$ cat src/rtl/dbc_pkg.sv
package dbc_pkg;
  typedef enum logic [1:0] {
    ST_IDLE = 2'd0,
    ST_WAIT = 2'd1,
    ST_FIRE = 2'd2
  } dbc_state_e;
endpackage

$ cat src/rtl/dbc_grp_counter.sv
module dbc_grp_counter #(
  parameter int CNT_W = 2
) (
  input  logic             clk,
  input  logic             rst_n,
  input  logic             load,
  input  logic [CNT_W-1:0] load_val,
  input  logic             dec,
  output logic             cnt_last
);
  localparam logic [CNT_W-1:0] ONE = CNT_W'(1);

  logic [CNT_W-1:0] cnt_q, cnt_d;

  always_comb begin
    cnt_d = cnt_q;
    if (load)
      cnt_d = load_val;
    else if (dec)
      cnt_d = cnt_q - ONE;
  end

  always_ff @(posedge clk or negedge rst_n) begin
    if (!rst_n)
      cnt_q <= '0;
    else if (load || dec)
      cnt_q <= cnt_d;
  end

  assign cnt_last = (cnt_q == ONE);

  // a group is never counted against an empty counter
  p_no_underflow_r5: assert property (@(posedge clk) disable iff (!rst_n)
    dec |-> (cnt_q != '0));
endmodule

$ cat src/rtl/dbc_seq.sv
module dbc_seq
  import dbc_pkg::*;
(
  input  logic       clk,
  input  logic       rst_n,
  input  logic       accept_taken,
  input  logic       delay_zero,
  input  logic       grp_done,
  input  logic       cnt_last,
  output dbc_state_e state,
  output logic       load_cnt,
  output logic       dec_cnt
);
  dbc_state_e state_q, state_d;

  always_comb begin
    state_d = state_q;
    unique case (state_q)
      ST_IDLE: if (accept_taken) state_d = delay_zero ? ST_FIRE : ST_WAIT;
      ST_WAIT: if (grp_done && cnt_last) state_d = ST_FIRE;
      ST_FIRE: state_d = ST_IDLE;
      default: state_d = ST_IDLE;
    endcase
  end

  always_ff @(posedge clk or negedge rst_n) begin
    if (!rst_n)
      state_q <= ST_IDLE;
    else
      state_q <= state_d;
  end

  assign state    = state_q;
  assign load_cnt = (state_q == ST_IDLE) && accept_taken && !delay_zero;
  assign dec_cnt  = (state_q == ST_WAIT) && grp_done;

  // the redirect state is left after exactly one cycle
  p_fire_once_r7: assert property (@(posedge clk) disable iff (!rst_n)
    (state_q == ST_FIRE) |=> (state_q == ST_IDLE));

  // waiting only ends on a counted group
  p_wait_needs_group_r5: assert property (@(posedge clk) disable iff (!rst_n)
    ((state_q == ST_WAIT) && !grp_done) |=> (state_q == ST_WAIT));
endmodule

$ cat src/rtl/dly_branch_ctrl.sv
module dly_branch_ctrl
  import dbc_pkg::*;
#(
  parameter int ADDR_W = 32,
  parameter int DLY_W  = 2
) (
  input  logic              clk,
  input  logic              rst_n,
  input  logic              br_valid,
  input  logic              br_taken,
  input  logic              br_guard_ok,
  input  logic [ADDR_W-1:0] br_target,
  input  logic [DLY_W-1:0]  br_delay,
  input  logic              grp_done,
  output logic              br_ready,
  output logic              redirect,
  output logic [ADDR_W-1:0] redirect_pc,
  output logic              flush
);
  localparam int CNT_W = DLY_W;

  dbc_state_e        state;
  logic              accept, taken_eff, accept_taken;
  logic              load_cnt, dec_cnt, cnt_last;
  logic [ADDR_W-1:0] tgt_q, tgt_d;
  logic              tgt_en;

  assign accept       = br_valid && br_ready;
  assign taken_eff    = br_taken && br_guard_ok;
  assign accept_taken = accept && taken_eff;

  dbc_seq i_seq (
    .clk          (clk),
    .rst_n        (rst_n),
    .accept_taken (accept_taken),
    .delay_zero   (br_delay == '0),
    .grp_done     (grp_done),
    .cnt_last     (cnt_last),
    .state        (state),
    .load_cnt     (load_cnt),
    .dec_cnt      (dec_cnt)
  );

  dbc_grp_counter #(.CNT_W(CNT_W)) i_cnt (
    .clk      (clk),
    .rst_n    (rst_n),
    .load     (load_cnt),
    .load_val (br_delay),
    .dec      (dec_cnt),
    .cnt_last (cnt_last)
  );

  assign tgt_en = accept_taken;
  assign tgt_d  = br_target;

  always_ff @(posedge clk or negedge rst_n) begin
    if (!rst_n)
      tgt_q <= '0;
    else if (tgt_en)
      tgt_q <= tgt_d;
  end

  assign br_ready    = (state == ST_IDLE);
  assign redirect    = (state == ST_FIRE);
  assign flush       = redirect;
  assign redirect_pc = redirect ? tgt_q : '0;

  // redirect is a single-cycle pulse
  p_redirect_pulse_r6: assert property (@(posedge clk) disable iff (!rst_n)
    redirect |=> !redirect);

  // a not-taken or guard-failed branch never redirects
  p_no_redirect_nt_r2: assert property (@(posedge clk) disable iff (!rst_n)
    (br_valid && br_ready && !(br_taken && br_guard_ok)) |=> !redirect);

  // zero delay redirects in the next cycle
  p_zero_delay_r4: assert property (@(posedge clk) disable iff (!rst_n)
    (br_valid && br_ready && br_taken && br_guard_ok && (br_delay == '0)) |=> redirect);

  // the captured target holds while a branch stays pending
  p_target_hold_r9: assert property (@(posedge clk) disable iff (!rst_n)
    (!br_ready && $past(!br_ready)) |-> $stable(tgt_q));
endmodule

$ cat config.mk
export PLATFORM = sky130hd
export DESIGN_NAME = dly_branch_ctrl
export DESIGN_NICKNAME = d
export VERILOG_FILES = /design/src/rtl/dbc_pkg.sv /design/src/rtl/dbc_grp_counter.sv /design/src/rtl/dbc_seq.sv /design/src/rtl/dly_branch_ctrl.sv
export SDC_FILE = /design/constraint.sdc
export NUM_CORES = 1
export LEC_CHECK = 0
export ABC_AREA = 1
export BUFFER_PORTS_ARGS = -buffer_cell sky130_fd_sc_hd__buf_2
export CAP_MARGIN = 30
export CORE_ASPECT_RATIO = 1.1
export CORE_MARGIN = 2
export CORE_UTILIZATION = 24
export CTS_CLUSTER_DIAMETER = 60
export DETAILED_ROUTE_END_ITERATION = 10
export GPL_ROUTABILITY_DRIVEN = 1
export HOLD_SLACK_MARGIN = 0.05
export PLACE_DENSITY_LB_ADDON = 0.25
export SLEW_MARGIN = 30
export SYNTH_ARGS = -nofsm -noshare
export SYNTH_HDL_FRONTEND = slang
export SYNTH_SLANG_ARGS = --single-unit
$ cat constraint.sdc
create_clock -name clk -period 2.8 [get_ports clk]
set_clock_uncertainty 0.05 [all_clocks]
set_input_delay 0.28 -clock clk [delete_from_list [all_inputs] [get_ports clk]]
set_output_delay 0.28 -clock clk [all_outputs]
set_load 0.1 [all_outputs]
; ---- Word-level counts from Yosys, hierarchy flattened
; Index checks and enable logic that the tools add are counted.
; Widths: inputs -> output; s select.
[totals]
regBits = 36
[op_classes]
n_addsub = 1
n_eq_ne = 5
muxes = 7
n_reduce_logical = 14
[op_table]
columns = cell, count
row1 = $mux 32, 1
row2 = $mux 2, 5
row3 = $logic_and 1x1->1, 7
row4 = $eq 2x1->1 const B, 2
row5 = $logic_not 2->1, 2
row6 = $ne 2x1->1 const B, 2
row7 = $pmux 2 s2, 1
row8 = $reduce_and 2->1, 2
row9 = $eq 2x2->1 const B, 1
row10 = $reduce_bool 2->1, 1
row11 = $sub 2x1->2 const B, 1
row12 = $logic_not 1->1, 1
row13 = $logic_or 1x1->1, 1

; ---- Depth between registers and ports, before layout
[logic_depth]
depth_word = 7
depth_mapped = 8

; ---- Cells and area by module
; A second synthesis with hierarchy kept.
[unflattened]
cells_unflattened = 245
area_unflattened_um2 = 1826.8
[by_module_without_submodules]
columns = module, instances, cells_each, area_each_um2, seq_area_each_um2
row1 = dly_branch_ctrl, 1, 215, 1602.8, 800.8
row2 = dbc_seq, 1, 16, 112.6, 50.0
row3 = dbc_grp_counter, 1, 14, 111.4, 50.0

; ---- Worst setup path before layout
; No wires, ideal clock.
[synth_path]
kind = register -> output
from = register i_seq.state_q[1], in the netlist i_seq.state[1]
to = output port redirect_pc[0]
arrival_ns = 3.546
path_slack_ns = -1.076
path_stages_with_launch = 6
n_path_buf = 1
cell_sequence = dfrtp_1 > inv_1 > nor2_1 > inv_1 > buf_2 > nor2_1
[synth_between]
elab_chain_cells = 2
[synth_rtl]
columns = element, line_no
row1 = "start, declared", dbc_seq.sv:14  ; dbc_state_e state_q, state_d;
row2 = "start signal, assigned", dbc_seq.sv:30  ; state_q <= state_d;
row3 = $eq 2x2->1, dly_branch_ctrl.sv:64  ; assign redirect = (state == ST_FIRE);
row4 = via flush, dly_branch_ctrl.sv:18  ; output logic flush
row5 = $mux 32, dly_branch_ctrl.sv:66  ; assign redirect_pc = redirect ? tgt_q : '0;
row6 = "end, declared", dly_branch_ctrl.sv:17  ; output logic [ADDR_W-1:0] redirect_pc,
; The timed path passes the listed nets, and every way through them passes these cells.

; ---- Worst setup path in the final report
[layout_path]
from = register i_seq.state_q[1], in the netlist i_seq.state[1]
to = output port redirect_pc[30]
[layout_between]
elab_chain_cells = 2
[layout_rtl]
columns = element, line_no
row1 = $eq 2x2->1, dly_branch_ctrl.sv:64
row2 = $mux 32, dly_branch_ctrl.sv:66
; No other way between the ends.

==> summary.md <==
| Metric | Value |
|---|---|
| Setup TNS | 0 ns |
| Total inserted antenna cells | 0 |
| Max FO, Critical Path | 32 |
| CTS clk-pin slew, worst paths | 0.07 ns |
| Worst slew pin tran | 0.851 ns |
| Synthesized area per cell | 8.32 sq um |
| Delay-heaviest family, CP | buffers and inverters |
| Yosys top cell area share | 50.8% |
| Via count | 1459 |
| Fin nets | 326 |
| RSZ-0062 raised after global routing | false |
| Placed inst area | 2250 sq um |
| Initial antenna violation count | 0 |
| Max-slew violations | 0 |
| Hold_buf cts | 0 |
| Setup Buffers After CTS | 0 |
| Commonest cells after routing, fill and taps aside | 74 x buf_2, 47 x nand2_1, 38 x inv_1 |
| Final Wtd Congestion | 0.700 |
| # setup viols final | 0 |
| Share of layout cells above drive strength 1 | 47.9% |
| Hold crit path type | input pin to asynchronous set/reset pin |
| Die height | 94.1 um |
| Reg2Reg Depth | 8 |
| Library cells used by synthesis | 17 |
| H-Tree Depth | 2 |
| Final period util | 80.9% |
| Crit path max-delay cell type | inv_2 |
| Status | finished, final reports clean |
| Cell total after placement | 363 |
| CP Launch Type | flop |
| Die X | 86.0 um |
| Mapped Area | 1770 sq um |
| DRT Pass-1 Iters | 4 |
| Cell Pwr Density | 1210 nW/um^2 |
| Fin cells | 371 |
| Hold Vio Cnt, Final | 0 |
| Routed wire length | 3.66 mm |
| Achievable Freq | 0.441 GHz |
| Commonest non-fill, non-tap cell in the layout | buf_2 |
| CTS root buffer | clkbuf_8 |
| Sinks on Clock Net | 36 |
| Fillers | 790 |
| Die area | 8090 sq um |
| Starting Density | 25.0% |
| Syn_nets | 254 |
| Initial DRC count | 19 |
| Synthesis-to-finish area growth | 32.0% |
| Yosys warns | 0 |
| Vias per cell | 3.93 |
| Arr. time, crit path | 1.94 ns |
| Storage cell area | 901 sq um |
| Placed wire-length estimate | 2.68 mm |
| # rows | 32 |
| Cts bufs inserted | 5 |
| Core box area | 7090 sq um |
| Top cells by area, synth | dfrtp_1 51%, nand2_1 10%, o21ai_2 9.9% |
| Remaining global-route overflow | 0 |
| Maximum VDD drop | 364 uV |
| Cts repair resizes | 0 |
| I/O Buffers | 74 |
| Crit path cell chain | inv_1, nor2_4, inv_2, nor2_1, buf_2 |
| Required @ worst endpoint | 2.47 ns |
| Area of the multi-input gates | 707 sq um |
| Flops & latches, synth | 36 |
| Final min period | 2.27 ns |
| Max Buffers Root-to-Sink | 2 |
| Crit. End Element | primary output |
| Worst rel slew slack | 43.2% |
| Leading area contributor after synthesis | dfrtp_1 |
| First-pass GRT wire length | 6.30 mm |
| CTS tree | done |
| Largest net degree at the start of global routing | 38 |
| Gr usage total | 9.96% |
| Syn Inst Count | 213 |
| Stages on worst setup path | 5 |
| Slowest cell delay on critical path | 0.62 ns |
| I/O pin count | 75 |
| Seq/Total Area, Yosys | 50.8% |
| Crit path kind | flop to primary output |
| DR WL/cell | 9.85 um |
| Vias in the first global route | 1424 |
| P_leak | 1.24 nW |
| Bufs and invs on worst path | 3 |
| Final Core Density | 33.0% |
| Post-route ant nets | 0 |
| DRC | 0 |
| Worst skew pair latency | 0.28 ns |
| Finished layout cell area | 2340 sq um |
| Max cap viols | 0 |
[metal layers]
layer | wire, um | GRT usage (%) | vias up | part of all wire, %
li1 | - | - | 780 | -
met1 | 1700 | 12.5 | 631 | 46
met2 | 1700 | 16.2 | 43 | 46
met3 | 195 | 2.37 | 5 | 5.3
met4 | 61 | 4.37 | 0 | 1.7
met5 | 0 | 0 | - | 0
[state kept, by name (all words and copies together), names as in the netlist]
| name | cells |
|---|---|
| i_cnt.cnt_q | 2 |
| i_seq.state | 2 |
| tgt_q | 32 |
[final cells by class]
| class | instances | area share [%] |
|---|---|---|
| clock buffers | 8 | 3.85 |
| multi-input cells | 126 | 30.2 |
| inverters | 40 | 6.42 |
| repair buffers | 76 | 16.5 |
| flip-flops and latches | 36 | 38.5 |
| well taps | 85 | 4.55 |
[path summary, 6_finish.rpt]
kind                           startpoint              end  slack, ns
hold / removal                      rst_n        tgt_q[22]       0.03
min in group clk            br_target[25]        tgt_q[25]       0.15
setup reg to reg           i_seq.state[0]   i_cnt.cnt_q[0]       1.23
hold reg to reg            i_cnt.cnt_q[1]   i_cnt.cnt_q[1]       0.46
max in group asynchronous           rst_n        tgt_q[12]       2.17
setup / recovery           i_seq.state[1]  redirect_pc[30]       0.53
[synth_stat cells (all sizes together)]
master	count
a21oi	1
buf	10
clkbuf	1
dfrtp	36
ha	1
inv	40
nand2	47
nand3	8
nor2	36
o21ai	33
[worst register-to-register path: cells and delay by family (launching register included)]
kind,cells,cell delay (ns)
flops,1,0.47
buf+inv,2,0.46
simple gates,6,0.53
[per-stage QoR]
stage | hold WS [ns] | total power, mW | setup WS [ns]
after floorplan | -0.0656 | 2.27 | 0.0177
after global placement | 0.376 | 2.48 | 0.844
after detailed placement | 0.369 | 2.49 | 0.806
after CTS | 0.0582 | 2.87 | 0.484
after global routing | 0.106 | 3.04 | 0.369
final | 0.0291 | 2.83 | 0.535
[cells by family (layout without fill, tap and decap cells)]
kind of cell | Yosys count | after routing | share of synthesized area, %
flip-flops | 36 | 36 | 50.8
adder cells (fa/ha/maj) | 1 | 1 | 0.706
buffers and inverters | 51 | 124 | 14.0
AO/OA/AOI/OAI | 34 | 34 | 13.8
AND/OR/NAND/NOR | 91 | 91 | 20.7
[power breakdown]
group          total [mW]  switching [mW]  internal (mW)
sequential          0.845          0.0783          0.767
combinational        1.61            1.28          0.332
clock               0.372           0.171          0.201
total                2.83            1.53           1.30
Power figures use the tool's default switching activity.
